### src/rtl/lcd_seq_pkg.sv
package lcd_seq_pkg;

   typedef enum logic [2:0] {
      ST_POWERUP,
      ST_SETUP,
      ST_PULSE,
      ST_HOLD,
      ST_WAIT,
      ST_DONE
   } seq_state_t;

   typedef struct packed {
      logic       long_wait;
      logic       rs;
      logic [7:0] code;
   } seq_entry_t;

   localparam int unsigned SEQ_LEN = 11;

   function automatic int unsigned max2(input int unsigned a, input int unsigned b);
      return (a > b) ? a : b;
   endfunction

   // Script table: configuration, clear, first word, second-half jump, second word.
   function automatic seq_entry_t seq_lookup(input int unsigned idx);
      seq_entry_t e;
      e = '0;
      case (idx)
         0:  e = '{1'b0, 1'b0, 8'h38};
         1:  e = '{1'b0, 1'b0, 8'h0F};
         2:  e = '{1'b1, 1'b0, 8'h01};
         3:  e = '{1'b0, 1'b1, 8'h52};
         4:  e = '{1'b0, 1'b1, 8'h45};
         5:  e = '{1'b0, 1'b1, 8'h41};
         6:  e = '{1'b0, 1'b1, 8'h44};
         7:  e = '{1'b0, 1'b1, 8'h59};
         8:  e = '{1'b0, 1'b0, 8'hC0};
         9:  e = '{1'b0, 1'b1, 8'h47};
         10: e = '{1'b0, 1'b1, 8'h4F};
         default: e = '0;
      endcase
      return e;
   endfunction

endpackage

### src/rtl/lcd_seq_rom.sv
module lcd_seq_rom
   import lcd_seq_pkg::*;
#(
   parameter int unsigned IDX_W = 4,
   parameter int unsigned NPORT = 2
) (
   input  logic [NPORT-1:0][IDX_W-1:0] addr,
   output seq_entry_t [NPORT-1:0]      entry
);

   generate
      for (genvar g = 0; g < NPORT; g++) begin : g_port
         always_comb entry[g] = seq_lookup(32'(addr[g]));
      end
   endgenerate

endmodule

### src/rtl/lcd_seq_timer.sv
module lcd_seq_timer #(
   parameter int unsigned     CNT_W   = 19,
   parameter logic [CNT_W-1:0] RST_VAL = '0
) (
   input  logic             clk,
   input  logic             rst_n,
   input  logic             load,
   input  logic [CNT_W-1:0] load_val,
   output logic             zero
);

   logic [CNT_W-1:0] cnt;

   always_ff @(posedge clk or negedge rst_n) begin
      if (!rst_n)        cnt <= RST_VAL;
      else if (load)     cnt <= load_val;
      else if (cnt != 0) cnt <= cnt - 1'b1;
   end

   assign zero = (cnt == '0);

   // The counter never leaves zero except through a load.
   p_zero_sticky_r7: assert property (@(posedge clk) disable iff (!rst_n)
      ($past(zero) && !$past(load)) |-> zero);

endmodule

### src/rtl/lcd_boot_seq.sv
module lcd_boot_seq
   import lcd_seq_pkg::*;
#(
   parameter int unsigned POWERUP_CYC    = 375000,
   parameter int unsigned SHORT_WAIT_CYC = 1000,
   parameter int unsigned LONG_WAIT_CYC  = 50000,
   parameter int unsigned EN_CYC         = 6,
   parameter int unsigned HOLD_CYC       = 1
) (
   input  logic       clk,
   input  logic       rst_n,
   output logic       disp_rs,
   output logic       disp_rw,
   output logic       disp_en,
   output logic [7:0] disp_data,
   output logic       done
);

   localparam int unsigned MAX_CYC = max2(max2(POWERUP_CYC, LONG_WAIT_CYC),
                                          max2(SHORT_WAIT_CYC, max2(EN_CYC, HOLD_CYC)));
   localparam int unsigned CNT_W   = $clog2(MAX_CYC + 1);
   localparam int unsigned IDX_W   = $clog2(SEQ_LEN + 1);
   localparam logic [IDX_W-1:0] LAST_IDX = IDX_W'(SEQ_LEN - 1);
   localparam logic [CNT_W-1:0] PWR_LD   = CNT_W'(POWERUP_CYC - 1);
   localparam logic [CNT_W-1:0] EN_LD    = CNT_W'(EN_CYC - 1);
   localparam logic [CNT_W-1:0] HOLD_LD  = CNT_W'(HOLD_CYC - 1);
   localparam logic [CNT_W-1:0] SHORT_LD = CNT_W'(SHORT_WAIT_CYC - 1);
   localparam logic [CNT_W-1:0] LONG_LD  = CNT_W'(LONG_WAIT_CYC - 1);

   generate
      if (POWERUP_CYC < 1 || EN_CYC < 1 || HOLD_CYC < 1 ||
          SHORT_WAIT_CYC < 1 || LONG_WAIT_CYC < SHORT_WAIT_CYC) begin : g_bad_cfg
         $error("lcd_boot_seq: timing parameters out of range");
      end
   endgenerate

   seq_state_t        state;
   logic [IDX_W-1:0]  idx;
   seq_entry_t [1:0]  rom_q;
   logic [1:0][IDX_W-1:0] rom_a;
   logic              t_load;
   logic [CNT_W-1:0]  t_val;
   logic              t_zero;

   assign rom_a[0] = idx;
   assign rom_a[1] = idx + 1'b1;

   lcd_seq_rom #(.IDX_W(IDX_W), .NPORT(2)) u_rom (
      .addr  (rom_a),
      .entry (rom_q)
   );

   always_comb begin
      t_load = 1'b0;
      t_val  = '0;
      case (state)
         ST_SETUP: begin
            t_load = 1'b1;
            t_val  = EN_LD;
         end
         ST_PULSE: begin
            t_load = t_zero;
            t_val  = HOLD_LD;
         end
         ST_HOLD: begin
            t_load = t_zero;
            t_val  = rom_q[0].long_wait ? LONG_LD : SHORT_LD;
         end
         default: ;
      endcase
   end

   lcd_seq_timer #(.CNT_W(CNT_W), .RST_VAL(PWR_LD)) u_timer (
      .clk      (clk),
      .rst_n    (rst_n),
      .load     (t_load),
      .load_val (t_val),
      .zero     (t_zero)
   );

   always_ff @(posedge clk or negedge rst_n) begin
      if (!rst_n) begin
         state     <= ST_POWERUP;
         idx       <= '0;
         disp_en   <= 1'b0;
         disp_rs   <= 1'b0;
         disp_data <= '0;
         done      <= 1'b0;
      end else begin
         case (state)
            ST_POWERUP: if (t_zero) begin
               disp_rs   <= rom_q[0].rs;
               disp_data <= rom_q[0].code;
               state     <= ST_SETUP;
            end
            ST_SETUP: begin
               disp_en <= 1'b1;
               state   <= ST_PULSE;
            end
            ST_PULSE: if (t_zero) begin
               disp_en <= 1'b0;
               state   <= ST_HOLD;
            end
            ST_HOLD: if (t_zero) begin
               disp_rs   <= 1'b0;
               disp_data <= '0;
               state     <= ST_WAIT;
            end
            ST_WAIT: if (t_zero) begin
               if (idx == LAST_IDX) begin
                  done  <= 1'b1;
                  state <= ST_DONE;
               end else begin
                  idx       <= idx + 1'b1;
                  disp_rs   <= rom_q[1].rs;
                  disp_data <= rom_q[1].code;
                  state     <= ST_SETUP;
               end
            end
            default: state <= ST_DONE;
         endcase
      end
   end

   assign disp_rw = 1'b0;

   // Checker state: run lengths of the strobe, saturating.
   logic [CNT_W-1:0] en_hi_run, en_lo_run;
   always_ff @(posedge clk or negedge rst_n) begin
      if (!rst_n) begin
         en_hi_run <= '0;
         en_lo_run <= '0;
      end else begin
         en_hi_run <= disp_en ? ((&en_hi_run) ? en_hi_run : en_hi_run + 1'b1) : '0;
         en_lo_run <= disp_en ? '0 : ((&en_lo_run) ? en_lo_run : en_lo_run + 1'b1);
      end
   end

   p_en_width_r3: assert property (@(posedge clk) disable iff (!rst_n)
      $fell(disp_en) |-> (en_hi_run == CNT_W'(EN_CYC)));

   p_bus_stable_hi_r4: assert property (@(posedge clk) disable iff (!rst_n)
      (disp_en && $past(disp_en)) |-> ($stable(disp_data) && $stable(disp_rs)));

   p_setup_before_en_r4: assert property (@(posedge clk) disable iff (!rst_n)
      $rose(disp_en) |-> ($stable(disp_data) && $stable(disp_rs)));

   p_hold_at_fall_r5: assert property (@(posedge clk) disable iff (!rst_n)
      $fell(disp_en) |-> ($stable(disp_data) && $stable(disp_rs)));

   p_gap_min_r7: assert property (@(posedge clk) disable iff (!rst_n)
      $rose(disp_en) |-> (en_lo_run >= CNT_W'(HOLD_CYC + SHORT_WAIT_CYC + 1)));

   p_done_idle_r9: assert property (@(posedge clk) disable iff (!rst_n)
      done |-> (!disp_en && !disp_rs && disp_data == 8'h00));

   p_done_sticky_r9: assert property (@(posedge clk) disable iff (!rst_n)
      $past(done) |-> done);

endmodule

### config.mk
export PLATFORM = sky130hd
export DESIGN_NAME = lcd_boot_seq
export DESIGN_NICKNAME = d
export VERILOG_FILES = /design/src/rtl/lcd_seq_pkg.sv /design/src/rtl/lcd_seq_rom.sv /design/src/rtl/lcd_seq_timer.sv /design/src/rtl/lcd_boot_seq.sv
export SDC_FILE = /design/constraint.sdc
export NUM_CORES = 1
export LEC_CHECK = 0
export BUFFER_PORTS_ARGS = -buffer_cell sky130_fd_sc_hd__buf_2
export CAP_MARGIN = 25
export CORE_MARGIN = 2
export CORE_UTILIZATION = 50
export DETAILED_ROUTE_END_ITERATION = 16
export PLACE_DENSITY_LB_ADDON = 0.3
export SLEW_MARGIN = 20
export SYNTH_ARGS = -nofsm -noshare
export SYNTH_HDL_FRONTEND = slang
export SYNTH_SLANG_ARGS = --single-unit
export TNS_END_PERCENT = 5
### constraint.sdc
create_clock -name clk -period 3.4 [get_ports clk]
set_clock_uncertainty 0.2 [all_clocks]
set_input_delay 0.34 -clock clk [delete_from_list [all_inputs] [get_ports clk]]
set_output_delay 0.34 -clock clk [all_outputs]
set_load 0.05 [all_outputs]
==> results.cfg <==
[critical_path]
cp.depth = 6
crit_start = idx[0]
required_ns = 3.38
r2r_end = disp_data[1]
reg2reg_slack_ns = 0.83
path_delay_family = compound AO/OA/AOI/OAI gates
cp_slowest_stage_delay_ns = 0.53
critPathBufInv = 2
arrival_ns = 2.55
critical_path_class = flop to flop
slowest_stage = dfrtp_1
reg2reg_from = idx[0]
r2r_cells = 6
end_kind = flop
crit_chain = inv_1 > ha_1 > a311o_1 > a211oi_4 > buf_4 > mux2_2
cp-endpoint = disp_data[1]
startpoint_type = flop
path_max_fanout = 17

[cts]
post_cts.repair.setup_buffers = 0
cts.path.max_buffers = 2
clock-sinks = 37
cts_buffers = 5
cts_resized = 0
clk_pin_slew_ns = 0.08
h-tree-depth = 2
ctsHoldBuffers = 1
clock-root-buffer = clkbuf_8
cts_tree = yes
worstSkewPairLatency_ns = 0.29

[sta]
drv_slew = 0
finalHoldViolCount = 0
clock.fmax_mhz = 389
tightestPinTransition_ns = 0.821
timing.setup.tns_ns = 0
max_slew_margin_pct = 45.3
period_needed_ns = 2.57
rsz0062_at_grt = false
post-route-period-util_pct = 75.7
setup_violations = 0
timing.hold.ws_ns = 0.281

[yosys]
syn_nets = 281
synth_area_leaders = dfrtp_1 25%, dfstp_2 13%, ha_1 6.0%, nor2_1 5.3%, xnor2_1 3.9%
synth_area_um2 = 2500
yosys.area.top_type = dfrtp_1
synth_top_area_share_pct = 25.0
ys_types = 63
synth_warnings = 0
synth_ff_type = dfrtp_1
synth-seq-cells = 37
synthCells = 267
synth_edf_count = 0
synth.avg_cell_area_um2 = 9.37
async_flop_share_pct = 100
yosysSeqAreaShare_pct = 37.6

[die]
dieWidth_um = 74.7
core_area_um2 = 4790
die-area_um2 = 5590
row_count = 25
die_y_um = 74.7
initial_core_util_pct = 52.3
ios = 14

[power]
p_per_area_nw_per_um2 = 284
p_leak_nw = 1.18
ir_drop_uv = 186

[grt]
gr-total-overflow = 0
grt_pass1_vias = 1725
grt_max_degree = 38
grt_pass1_wl_mm = 8.74
antenna_found_initial = 0
grt_usage_pct = 20.5

[final_layout]
design_area_um2 = 2670
final_cell_mix = 35 x nor2_1, 25 x dfrtp_1, 17 x a21oi_1
final_common_cell = nor2_1
stdcell_count = 343
synthToLayoutAreaGrowth_pct = 6.75
num-nets-final = 289
drive_gt1_share_pct = 18.5
fill_cells = 423
n_antenna_cell = 0

[status]
run_status = finished, final reports clean

[flow_run]
maxCapViolations = 0

[place]
place_congestion = 0.870
hpwl_mm = 3.71
place_area_um2 = 2580
place_inst = 334
io_buffers = 12

[routing]
postRouteAntennaNets = 0
first_pass_iters = 4
drcViolationCount = 0
routedWlPerCell_um = 15.1
vias_per_cell = 5.64
vias = 1933
first_iter_violations = 129
drt-total-wl_mm = 5.18

[worst_hold_path]
hold_path_class = flop to flop
## flip-flops by register name, summed over array words and instances (netlist names)
| name | count |
|---|---|
| u_timer.cnt | 19 |
| disp_data | 8 |
| done | 1 |
| state | 3 |
| idx | 4 |
| disp_en | 1 |
| disp_rs | 1 |
## cell type report
type                            count  area, um2  area share [%]
Multi-Input combinational cell    209       1450            54.4
Clock inverter                      1       5.00           0.187
Clock buffer                        7       76.3            2.86
Sequential cell                    37        941            35.2
Tap cell                           67       83.8            3.14
Inverter                            7       26.3           0.984
Timing Repair Buffer               15       85.1            3.19
## cell usage after synthesis, types with 3 or more instances
| library cell | instances |
|---|---|
| and3_1 | 4 |
| clkbuf_1 | 8 |
| o22ai_1 | 3 |
| buf_6 | 3 |
| o21a_1 | 4 |
| nand3_1 | 4 |
| nor3b_1 | 3 |
| xnor2_1 | 11 |
| xor2_1 | 6 |
| inv_1 | 7 |
| nor2b_1 | 5 |
| nor4_1 | 3 |
| dfstp_2 | 12 |
| nor3_1 | 6 |
| dfrtp_1 | 25 |
| nand4_1 | 3 |
| ha_1 | 12 |
| or3_1 | 3 |
| a21oi_1 | 17 |
| a31oi_1 | 6 |
| nand2b_1 | 3 |
| nand2_1 | 16 |
| o21ai_0 | 13 |
| o31ai_1 | 3 |
| nor2_1 | 35 |
| o211ai_1 | 5 |
## kinds of logic after synthesis
logic type	Yosys count	share of synthesized area, %
compound gates	72	20.0
xor+xnor	17	5.95
fa+ha+maj	12	6.00
buf+inv	21	4.30
flops	37	37.6
mux	3	1.35
other cells	1	0.150
simple gates	104	24.7
## worst min path at each step
stage,start,endpoint,slack [ns],cells past startpoint
after CTS,done,done,0.28,1
final,done,done,0.28,1
after global placement,done,done,0.27,1
after detailed placement,done,done,0.25,1
after global routing,done,done,0.32,1
after floorplan,rst_n,disp_data[0],-0.16,0
## through the flow
step                      worst slack, ns  total power, mW  util (%)
final                               0.826            0.759      55.8
after global routing                0.688            0.787      55.8
after CTS                           0.833            0.767      55.8
after detailed placement            0.848            0.460      53.9
after global placement              0.898            0.460      53.9
after floorplan                      1.02            0.452         -
## worst reg2reg max path, stage by stage (launching register included)
cell	delay (ns)
dfrtp_1	0.53
inv_1	0.18
ha_1	0.34
a311o_1	0.38
a211oi_4	0.23
buf_4	0.26
mux2_2	0.36
## power breakdown
| group | switching, mW | leakage [nW] | internal [mW] |
|---|---|---|---|
| sequential | 0 | 0.448 | 0.441 |
| combinational | 0.0107 | 0.692 | 0.00114 |
| clock | 0.162 | 0.0422 | 0.144 |
## routing by layer
metal / GRT usage (%) / routed length (um)
met5: 0 / 0
met4: 5.75 / 40
met3: 4.02 / 173
met2: 28.9 / 2360
met1: 31.8 / 2610
Power figures use the tool's default switching activity.
